`config.mk`:
```
export PLATFORM = sky130hd
export DESIGN_NAME = bus_release_arb
export DESIGN_NICKNAME = d
export VERILOG_FILES = /design/src/rtl/bra_pkg.sv /design/src/rtl/bra_sync.sv /design/src/rtl/bra_cycle_arb.sv /design/src/rtl/bra_own_fsm.sv /design/src/rtl/bra_reqout.sv /design/src/rtl/bus_release_arb.sv
export SDC_FILE = /design/constraint.sdc
export NUM_CORES = 1
export LEC_CHECK = 0
export ABC_AREA = 1
export CORE_AREA = 10 10 47 49
export CTS_CLUSTER_SIZE = 25
export DETAILED_ROUTE_END_ITERATION = 10
export DIE_AREA = 0 0 57 59
export HOLD_SLACK_MARGIN = 0.08
export MAX_ROUTING_LAYER = met4
export PLACE_DENSITY = 0.52
export SETUP_SLACK_MARGIN = 0.5
export SLEW_MARGIN = 40
export SYNTH_ARGS = -nofsm -noshare
export SYNTH_HDL_FRONTEND = slang
export SYNTH_HIERARCHICAL = 1
export SYNTH_SLANG_ARGS = --single-unit
```
`constraint.sdc`:
```
create_clock -name clk -period 1.1 [get_ports clk]
set_input_delay 0.33 -clock clk [delete_from_list [all_inputs] [get_ports clk]]
set_output_delay 0.33 -clock clk [all_outputs]
set_load 0.02 [all_outputs]
```
`src/rtl/bra_pkg.sv`:
```
package bra_pkg;
  typedef enum logic [1:0] {
    OWN_INT       = 2'd0,
    OWN_RELEASING = 2'd1,
    OWN_RELEASED  = 2'd2,
    OWN_RECLAIM   = 2'd3
  } own_state_t;

  typedef enum logic [1:0] {
    CYC_IDLE = 2'd0,
    CYC_INT  = 2'd1,
    CYC_RFSH = 2'd2
  } cyc_kind_t;
endpackage

```
`src/rtl/bra_sync.sv`:
```
module bra_sync #(
  parameter int STAGES = 2
) (
  input  logic clk,
  input  logic rst_n,
  input  logic req_pin_n,
  output logic req_seen
);
  logic [STAGES-1:0] stg_q;
  logic [STAGES-1:0] stg_d;

  genvar i;
  generate
    for (i = 0; i < STAGES; i++) begin : g_stage
      if (i == 0) begin : g_first
        assign stg_d[i] = ~req_pin_n;
      end else begin : g_rest
        assign stg_d[i] = stg_q[i-1];
      end
    end
  endgenerate

  always_ff @(posedge clk or negedge rst_n) begin
    if (!rst_n) stg_q <= '0;
    else        stg_q <= stg_d;
  end

  assign req_seen = stg_q[STAGES-1];
endmodule

```
`src/rtl/bra_cycle_arb.sv`:
```
module bra_cycle_arb
  import bra_pkg::*;
(
  input  logic clk,
  input  logic rst_n,
  input  logic bus_owned,
  input  logic ext_win,
  input  logic int_req,
  input  logic rfsh_req,
  input  logic cyc_done,
  output logic cyc_idle,
  output logic int_gnt,
  output logic rfsh_gnt
);
  cyc_kind_t cyc_q, cyc_d;
  logic      cyc_en;

  // Priority at a boundary: refresh, then outside release (no grant), then internal.
  always_comb begin
    cyc_d = cyc_q;
    case (cyc_q)
      CYC_IDLE: begin
        if (bus_owned) begin
          if (rfsh_req)                 cyc_d = CYC_RFSH;
          else if (!ext_win && int_req) cyc_d = CYC_INT;
        end
      end
      default: begin
        if (cyc_done) cyc_d = CYC_IDLE;
      end
    endcase
  end

  assign cyc_en = (cyc_d != cyc_q);

  always_ff @(posedge clk or negedge rst_n) begin
    if (!rst_n)      cyc_q <= CYC_IDLE;
    else if (cyc_en) cyc_q <= cyc_d;
  end

  assign cyc_idle = (cyc_q == CYC_IDLE);
  assign int_gnt  = (cyc_q == CYC_INT);
  assign rfsh_gnt = (cyc_q == CYC_RFSH);
endmodule

```
`src/rtl/bra_own_fsm.sv`:
```
module bra_own_fsm
  import bra_pkg::*;
(
  input  logic       clk,
  input  logic       rst_n,
  input  logic       ext_req,
  input  logic       rel_en,
  input  logic       cyc_idle,
  input  logic       rfsh_req,
  output own_state_t st_q,
  output logic       ack_n,
  output logic       bus_oe
);
  own_state_t st_d;
  logic       st_en;

  always_comb begin
    st_d = st_q;
    case (st_q)
      OWN_INT:       if (cyc_idle && ext_req && rel_en && !rfsh_req) st_d = OWN_RELEASING;
      OWN_RELEASING: st_d = OWN_RELEASED;
      OWN_RELEASED:  if (!ext_req) st_d = OWN_RECLAIM;
      OWN_RECLAIM:   st_d = OWN_INT;
      default:       st_d = OWN_INT;
    endcase
  end

  assign st_en = (st_d != st_q);

  always_ff @(posedge clk or negedge rst_n) begin
    if (!rst_n)     st_q <= OWN_INT;
    else if (st_en) st_q <= st_d;
  end

  assign ack_n  = (st_q != OWN_RELEASED);
  assign bus_oe = (st_q == OWN_INT);
endmodule

```
`src/rtl/bra_reqout.sv`:
```
module bra_reqout (
  input  logic clk,
  input  logic rst_n,
  input  logic reqo_en,
  input  logic in_release,
  input  logic pending,
  output logic reqo_n
);
  logic ask_q, ask_d;

  assign ask_d = reqo_en && in_release && (ask_q || pending);

  always_ff @(posedge clk or negedge rst_n) begin
    if (!rst_n) ask_q <= 1'b0;
    else        ask_q <= ask_d;
  end

  assign reqo_n = ~ask_q;
endmodule

```
`src/rtl/bus_release_arb.sv`:
```
module bus_release_arb
  import bra_pkg::*;
#(
  parameter int SYNC_STAGES = 2
) (
  input  logic clk,
  input  logic rst_n,
  input  logic ext_req_n,
  input  logic rel_en,
  input  logic reqo_en,
  input  logic int_req,
  input  logic rfsh_req,
  input  logic cyc_done,
  output logic ack_n,
  output logic bus_oe,
  output logic int_gnt,
  output logic rfsh_gnt,
  output logic reqo_n
);
  logic       ext_req;
  logic       cyc_idle;
  own_state_t own_st;

  bra_sync #(.STAGES(SYNC_STAGES)) sync_i (
    .clk       (clk),
    .rst_n     (rst_n),
    .req_pin_n (ext_req_n),
    .req_seen  (ext_req)
  );

  bra_own_fsm fsm_i (
    .clk      (clk),
    .rst_n    (rst_n),
    .ext_req  (ext_req),
    .rel_en   (rel_en),
    .cyc_idle (cyc_idle),
    .rfsh_req (rfsh_req),
    .st_q     (own_st),
    .ack_n    (ack_n),
    .bus_oe   (bus_oe)
  );

  bra_cycle_arb arb_i (
    .clk       (clk),
    .rst_n     (rst_n),
    .bus_owned (own_st == OWN_INT),
    .ext_win   (ext_req && rel_en),
    .int_req   (int_req),
    .rfsh_req  (rfsh_req),
    .cyc_done  (cyc_done),
    .cyc_idle  (cyc_idle),
    .int_gnt   (int_gnt),
    .rfsh_gnt  (rfsh_gnt)
  );

  bra_reqout rqo_i (
    .clk        (clk),
    .rst_n      (rst_n),
    .reqo_en    (reqo_en),
    .in_release (own_st == OWN_RELEASED),
    .pending    (int_req || rfsh_req),
    .reqo_n     (reqo_n)
  );
endmodule

```
# After elaboration in Yosys (flattened, before gate mapping)
# Index checks and enable logic that the tools add are counted.
dict set report totals {
  register_bits 7
  latchBits 0
  ram_bits 0
  mem_bits_ro 0
  out_inout_bits 5
  elab_cells 35
  n_memories 0
}
dict set report classes {
  add_sub_neg 0
  mul 0
  n_div 0
  order_cmp 0
  eq_ne 8
  shift 0
  n_mux 8
  n_bitwise 2
  n_reduce_logical 13
}
# op count
set ops {}
lappend ops {{2-bit 2-to-1 mux} 7}
lappend ops {{2-bit case mux with 4 select lines} 1}
lappend ops {{1-bit logical AND} 7}
lappend ops {{2-bit equality test, second input constant} 3}
lappend ops {{2-bit by 1-bit equality test with 1-bit output, second input constant} 2}
lappend ops {{2-bit logical NOT} 2}
lappend ops {{2-bit != test} 2}
lappend ops {{1-bit logical NOT} 2}
lappend ops {{1-bit logical OR} 2}
lappend ops {{2-bit != test, second input constant} 1}
lappend ops {{1-bit NOT} 2}

# Depth between registers and ports, before layout
# Gate-level depths: netlist of the first run.
dict set report depth {
  word_depth 8
  depth_mapped 7
}

# By module
# Netlist of the first run, hierarchy kept.
# module instances cells_per_inst area_each_um2 seq_area_each_um2
set modules_own_cells {}
lappend modules_own_cells {bra_own_fsm 1 21 138.9 50.0}
lappend modules_own_cells {bra_cycle_arb 1 16 117.6 50.0}
lappend modules_own_cells {bra_sync 1 3 53.8 50.0}
lappend modules_own_cells {bra_reqout 1 5 40.0 25.0}
lappend modules_own_cells {bus_release_arb 1 8 32.5 0.0}

# Worst setup path before layout of the first run
# OpenSTA, ideal clock, no wires.
dict set report synth_timing {
  path_kind {reg2reg}
  startpoint {register fsm_i.st_q[0]}
  endpoint {register fsm_i.st_q[0]}
  setup_ps 113
  arrival_time_ps 1023
  required_ps 987
  slack_ps -36
  stages_incl_launch_ff 8
  path_buffers 0
  period_less_slack_ps 1136
  path_cell_list {dfrtp_1 > inv_2 > ha_1 > inv_1 > nor2_1 > nand2_1 > nand2_1 > inv_1}
}
dict set report synth_between {
  elab_chain_len 3
}
# item line
set synth_rtl {}
lappend synth_rtl {{start: declaration} bra_own_fsm.sv:10} ;# output own_state_t st_q,
lappend synth_rtl {{start signal: assignment} bra_own_fsm.sv:32} ;# else if (st_en) st_q <= st_d;
lappend synth_rtl {{2-bit logical NOT (*)} --}
lappend synth_rtl {{via bus_oe} bus_release_arb.sv:15} ;# output logic bus_oe,
lappend synth_rtl {{2-bit case mux with 4 select lines (*)} bra_own_fsm.sv:19} ;# case (st_q)
lappend synth_rtl {{2-bit != test} bra_own_fsm.sv:28} ;# assign st_en = (st_d != st_q);
# Mark *: on every way through the listed nets, which the timed path passes. The rest lies on a longest branch.
# A chain may end at the register's enable or synchronous reset.

# Worst setup path in the final report of the first run
dict set report layout_timing {
  startpoint {register fsm_i.st_q[0]}
  endpoint {output port ack_n}
}
dict set report layout_between {
  elab_chain_len 1
}
# item line
set layout_rtl {}
lappend layout_rtl {{2-bit != test} bra_own_fsm.sv:35} ;# assign ack_n = (st_q != OWN_RELEASED);
lappend layout_rtl {{end: declaration} bus_release_arb.sv:14} ;# output logic ack_n,
# No other way between the ends.

==> impl_metrics.toml, run 1 <==
[clock_network]
cts_tree = "done"
clk_pin_slew_worst_paths_ps = 50
cts_buffer_depth = 2
numCtsBuffers = 3
htree_levels = 1
cts_hold_buf = 0
clock_latency_ps = 250
root_buffer = "clkbuf_4"
cts_sinks = 7

[sta]
grt_setup_unrepaired = "yes"
max_slew.worst_pin.slew_ps = 312
holdWs_ps = -49.7
fin_crit_ps = 1350
finalHoldViolations = 7
setup_viol = 8
tns_ps = -964
fin_ws_ps = -251
slew-limit-headroom = 0.792
maxSlewViolCount = 0
fin_skew_ps = 2.99
fmaxAchievable_ghz = 0.740
fin_crit_sh = 1.23

[pwr]
p_sw_w = 0.000775
leakagePower_nw = 0.396
p_int_w = 0.00122
netSwitchingFraction = 0.388
pwr-share-clk = 0.113
pwr-share-comb = 0.670
vdd_drop_max_mv = 1.09
power_density_nw_per_um2 = 2740
seq_power_share = 0.217

[critical_path]
timing.rr.end = "arb_i/cyc_q[0]"
r2r_start = "fsm_i/st_q[1]"
cp_max_fo = 3
path_class = "flip-flop to primary output"
reg2reg_depth = 6
endpoint_kind = "primary output"
arrival_ps = 1020
worst-endpoint-required_ps = 770
rrSetupSlack_ps = -60
start_kind = "flip-flop"

[floorplanning]
start_util = 0.273
num_rows = 14
die_area_sq_um = 3360
fp.dieW_um = 57
die_h_um = 59
ios = 13
core-area_sq_um = 1400

[route]
drt_first_pass_iters = 4
drtIter0Drc = 4
dr_total_vias = 379
finalWirelength_um = 871
drc = 0
vias_per_cell = 3.91
ant_nets = 0
wl_per_cell_um = 8.98

[run_status]
outcome = "complete, but fails checks"
violations = "negative hold slack, negative setup slack"

[yosys]
yosys_warnings = 6
synth_cell_types = 13
synth_top_area_share = 0.458
ys_top_cells_by_area = "dfrtp_1, inv_1, nand2_1"
ys_ff_latch = 7
synth_nets = 63
syn_area_sq_um = 383
netlist_instances = 53
yosysTopAreaCell = "dfrtp_1"
yosysSeqAreaShare = 0.458
syn_area_per_cell_sq_um = 7.22

[finish]
final_cell_mix = "nand2_1, inv_1, buf_6, buf_4"
mostFrequentLayoutCell = "nand2_1"
syn_to_final_growth_pct = 90.2
nNetsFinal = 92
n_antenna_cell = 0
drive_gt1_frac = 0.481
fillCellCount = 132

[place]
routabilityCongestion = 0.640
portBuffers = 12
place_ws_ps = -458
hpwlAfterDp_um = 695

[global_route]
grt_pass1_vias = 420
antenna_found_initial = 0
track_usage = 0.0629
grt_max_degree = 8
overflow = 0
grt_first_pass_wirelength_um = 1640

[job]
max-cap-violations = 0

[min_path]
hold_class = "primary input to async pin"
-- worst max-delay path by stage --
stage	from	endpoint	slack, ps	cells past startpoint
final	fsm_i/st_q[0]	ack_n	-250	4
after global routing	fsm_i/st_q[0]	ack_n	-300	4
after CTS	fsm_i/st_q[0]	ack_n	-270	4
after detailed placement	fsm_i/st_q[1]	bus_oe	-460	3
after global placement	fsm_i/st_q[1]	ack_n	-450	3
after floorplan	fsm_i/st_q[0]	ack_n	80	3
-- final cells by class --
class | instances | area, sq um | share of cell area
sequential | 7 | 176 | 0.242
clock buffer | 4 | 26.3 | 0.0361
timing repair buffer | 25 | 243 | 0.333
inverter | 17 | 66.3 | 0.0911
tap | 16 | 20.0 | 0.0275
multi-input combinational | 28 | 196 | 0.270
-- layer usage --
metal / vias up / track usage / share of wire
met4: 0 / 0.0604 / 0.011
met5: - / - / 0
met3: 2 / 0.0172 / 0.055
met1: 165 / 0.0662 / 0.43
li1: 205 / - / -
met2: 7 / 0.0930 / 0.51
-- logic make-up (layout without fill, tap and decap cells) --
group	Yosys count	in the layout	synth area share
AO/OA/AOI/OAI	2	2	0.0359
buffers and inverters	18	46	0.176
adder cells (fa/ha/maj)	2	2	0.0653
AND/OR/NAND/NOR	24	24	0.265
flip-flops	7	7	0.458
-- flip-flops by register name, summed over array words and instances, names as in the netlist --
register and cells:
arb_i/cyc_q 2, sync_i/stg_q 2, fsm_i/st_q 2, rqo_i/ask_q 1
-- power groups by stage --
| stage | Sequential, W | Clock, W | Combinational, W |
|---|---|---|---|
| after floorplan | 0.000440 | 0 | 0.000596 |
| after global placement | 0.000430 | 0 | 0.000981 |
| after detailed placement | 0.000433 | 0 | 0.000988 |
| after CTS | 0.000430 | 0.000243 | 0.00128 |
| after global routing | 0.000451 | 0.000246 | 0.00148 |
| final | 0.000433 | 0.000225 | 0.00134 |
-- synth_stat cells, drive strengths merged --
master,n
ha,2
o21ai,2
dfrtp,7
nor2,10
or2,1
nand3,1
clkbuf,1
inv,17
nand2,12
-- per-stage QoR --
| step | util | total power, W | instances | cell area [sq um] |
|---|---|---|---|---|
| global placement | 0.433 | 0.00141 | 86 | 607 |
| CTS | 0.501 | 0.00195 | 94 | 702 |
| detailed placement | 0.433 | 0.00142 | 86 | 607 |
| finish | 0.520 | 0.00200 | 97 | 728 |
| floorplan | - | 0.00104 | 53 | 425 |
| global route | 0.520 | 0.00217 | 97 | 728 |
-- critical path: stages, from the launching register on --
cell and delay, ps:
dfrtp_1 380, inv_2 100, ha_4 150, inv_4 30
buf_6 110
-- what timing repair did --
action	in CTS	in global routing
resized for setup	43	2
endpoints found under the setup margin	11	17
setup buffers	4	3
endpoints found under the hold margin	0	7
pin swaps	4	3
Power figures use the tool's default switching activity.
==> run 2: changes to the inputs <==
--- a/config.mk
+++ b/config.mk
@@ -14,6 +14,7 @@
 export MAX_ROUTING_LAYER = met4
 export PLACE_DENSITY = 0.52
 export SETUP_SLACK_MARGIN = 0.5
+export SKIP_LAST_GASP = 1
 export SLEW_MARGIN = 40
 export SYNTH_ARGS = -nofsm -noshare
 export SYNTH_HDL_FRONTEND = slang
==> impl_metrics.toml, run 2 (synthesis gave the netlist of run 1 again) <==
[run_status]
outcome = "complete, but fails checks"
violations = "negative hold slack, negative setup slack"

[clock_network]
htree_levels = 1
cts_buffer_depth = 2
cts_tree = "done"
root_buffer = "clkbuf_4"
numCtsBuffers = 3
cts_hold_buf = 0
clk_pin_slew_worst_paths_ps = 50
cts_sinks = 7
clock_latency_ps = 250

[sta]
fmaxAchievable_ghz = 0.740
finalHoldViolations = 7
setup_viol = 8
max_slew.worst_pin.slew_ps = 312
maxSlewViolCount = 0
holdWs_ps = -49.8
grt_setup_unrepaired = "yes"
fin_crit_sh = 1.23
fin_crit_ps = 1350
slew-limit-headroom = 0.792
fin_ws_ps = -251
fin_skew_ps = 2.99

[route]
drt_first_pass_iters = 3
vias_per_cell = 3.91
finalWirelength_um = 865
drtIter0Drc = 4
ant_nets = 0
drc = 0
wl_per_cell_um = 8.92
dr_total_vias = 379

[place]
portBuffers = 12
place_area_sq_um = 607
hpwlAfterDp_um = 695
routabilityCongestion = 0.640

[critical_path]
endpoint_kind = "primary output"
cp_max_fo = 3
path_cells = "inv_2 > ha_4 > inv_4 > buf_6"
rrSetupSlack_ps = -60
timing.rr.end = "arb_i/cyc_q[0]"
path_class = "flip-flop to primary output"
arrival_ps = 1020
r2r_start = "fsm_i/st_q[1]"
crit_path_end = "ack_n"
cp_num_buf_inv = 3
cp-startpoint = "fsm_i/st_q[0]"
max_stage_delay_ps = 380
start_kind = "flip-flop"
critPathTopFamily = "flip-flops"
worst-endpoint-required_ps = 770
worst_path_max_delay_cell = "dfrtp_1"
reg2reg_depth = 6
cp.depth = 4

[floorplanning]
core-area_sq_um = 1400
ios = 13
num_rows = 14
die_area_sq_um = 3360
start_util = 0.273
fp.dieW_um = 57
die_h_um = 59

[min_path]
hold_class = "primary input to async pin"

[global_route]
track_usage = 0.0629
overflow = 0
grt_max_degree = 8
grt_first_pass_wirelength_um = 1640
grt_pass1_vias = 420
antenna_found_initial = 0

[finish]
biggestRegsByFlops = "arb_i/cyc_q (2), fsm_i/st_q (2), sync_i/stg_q (2)"
post-route-cell-area_sq_um = 728
mostFrequentLayoutCell = "nand2_1"
n_antenna_cell = 0
final_cell_mix = "nand2_1, inv_1, buf_6, buf_4"
drive_gt1_frac = 0.481
fillCellCount = 132
nNetsFinal = 92
syn_to_final_growth_pct = 90.2
post-route-util = 0.520

[pwr]
power_w = 0.00199
leakagePower_nw = 0.396
vdd_drop_max_mv = 1.09
power_density_nw_per_um2 = 2740

[job]
max-cap-violations = 0
[run 2: repair_timing]
action	4_1_cts	5_1_grt
hold endpoints to repair	0	7
setup buffers	4	3
gates resized for setup	42	3
endpoints found under the setup margin	11	17
pin swaps	4	3
[run 2: where the power goes]
part	switching, W	internal [W]	total, W
Clock	0.0000872	0.000138	0.000225
Sequential	0.0000864	0.000347	0.000433
Combinational	0.000598	0.000736	0.00133
[run 2: routing by layer]
layer | vias to the layer above | track usage | wire length, um
met4 | 0 | 0.0604 | 10
li1 | 204 | - | -
met1 | 166 | 0.0662 | 369
met2 | 7 | 0.0930 | 437
met5 | - | - | 0
met3 | 2 | 0.0172 | 48
[run 2: worst min-delay path by stage]
stage / from / endpoint / slack (ps)
finish: rst_n / arb_i/cyc_q[1] / -50
global route: rst_n / fsm_i/st_q[0] / -30
CTS: rst_n / rqo_i/ask_q / 330
detailed placement: sync_i/stg_q[0] / sync_i/stg_q[1] / 340
global placement: sync_i/stg_q[0] / sync_i/stg_q[1] / 330
floorplan: rst_n / arb_i/cyc_q[0] / 30
[run 2: area by class of cell]
cell class	instances	area, sq um	area share
repair buffers	25	243	0.333
multi-input cells	28	196	0.270
flip-flops and latches	7	176	0.242
inverters	17	66.3	0.0911
clock buffers	4	26.3	0.0361
well taps	16	20.0	0.0275
[run 2: stage by stage]
step / setup TNS [ps] / hold slack [ps] / worst slack, ps / cells
2_1_floorplan: 0 / 34.4 / 79.1 / 53
3_3_place_gp: -2300 / 334 / -452 / 86
3_5_place_dp: -2300 / 345 / -458 / 86
4_1_cts: -1190 / 335 / -272 / 94
5_1_grt: -1490 / -29.2 / -301 / 97
6_report: -955 / -49.8 / -251 / 97
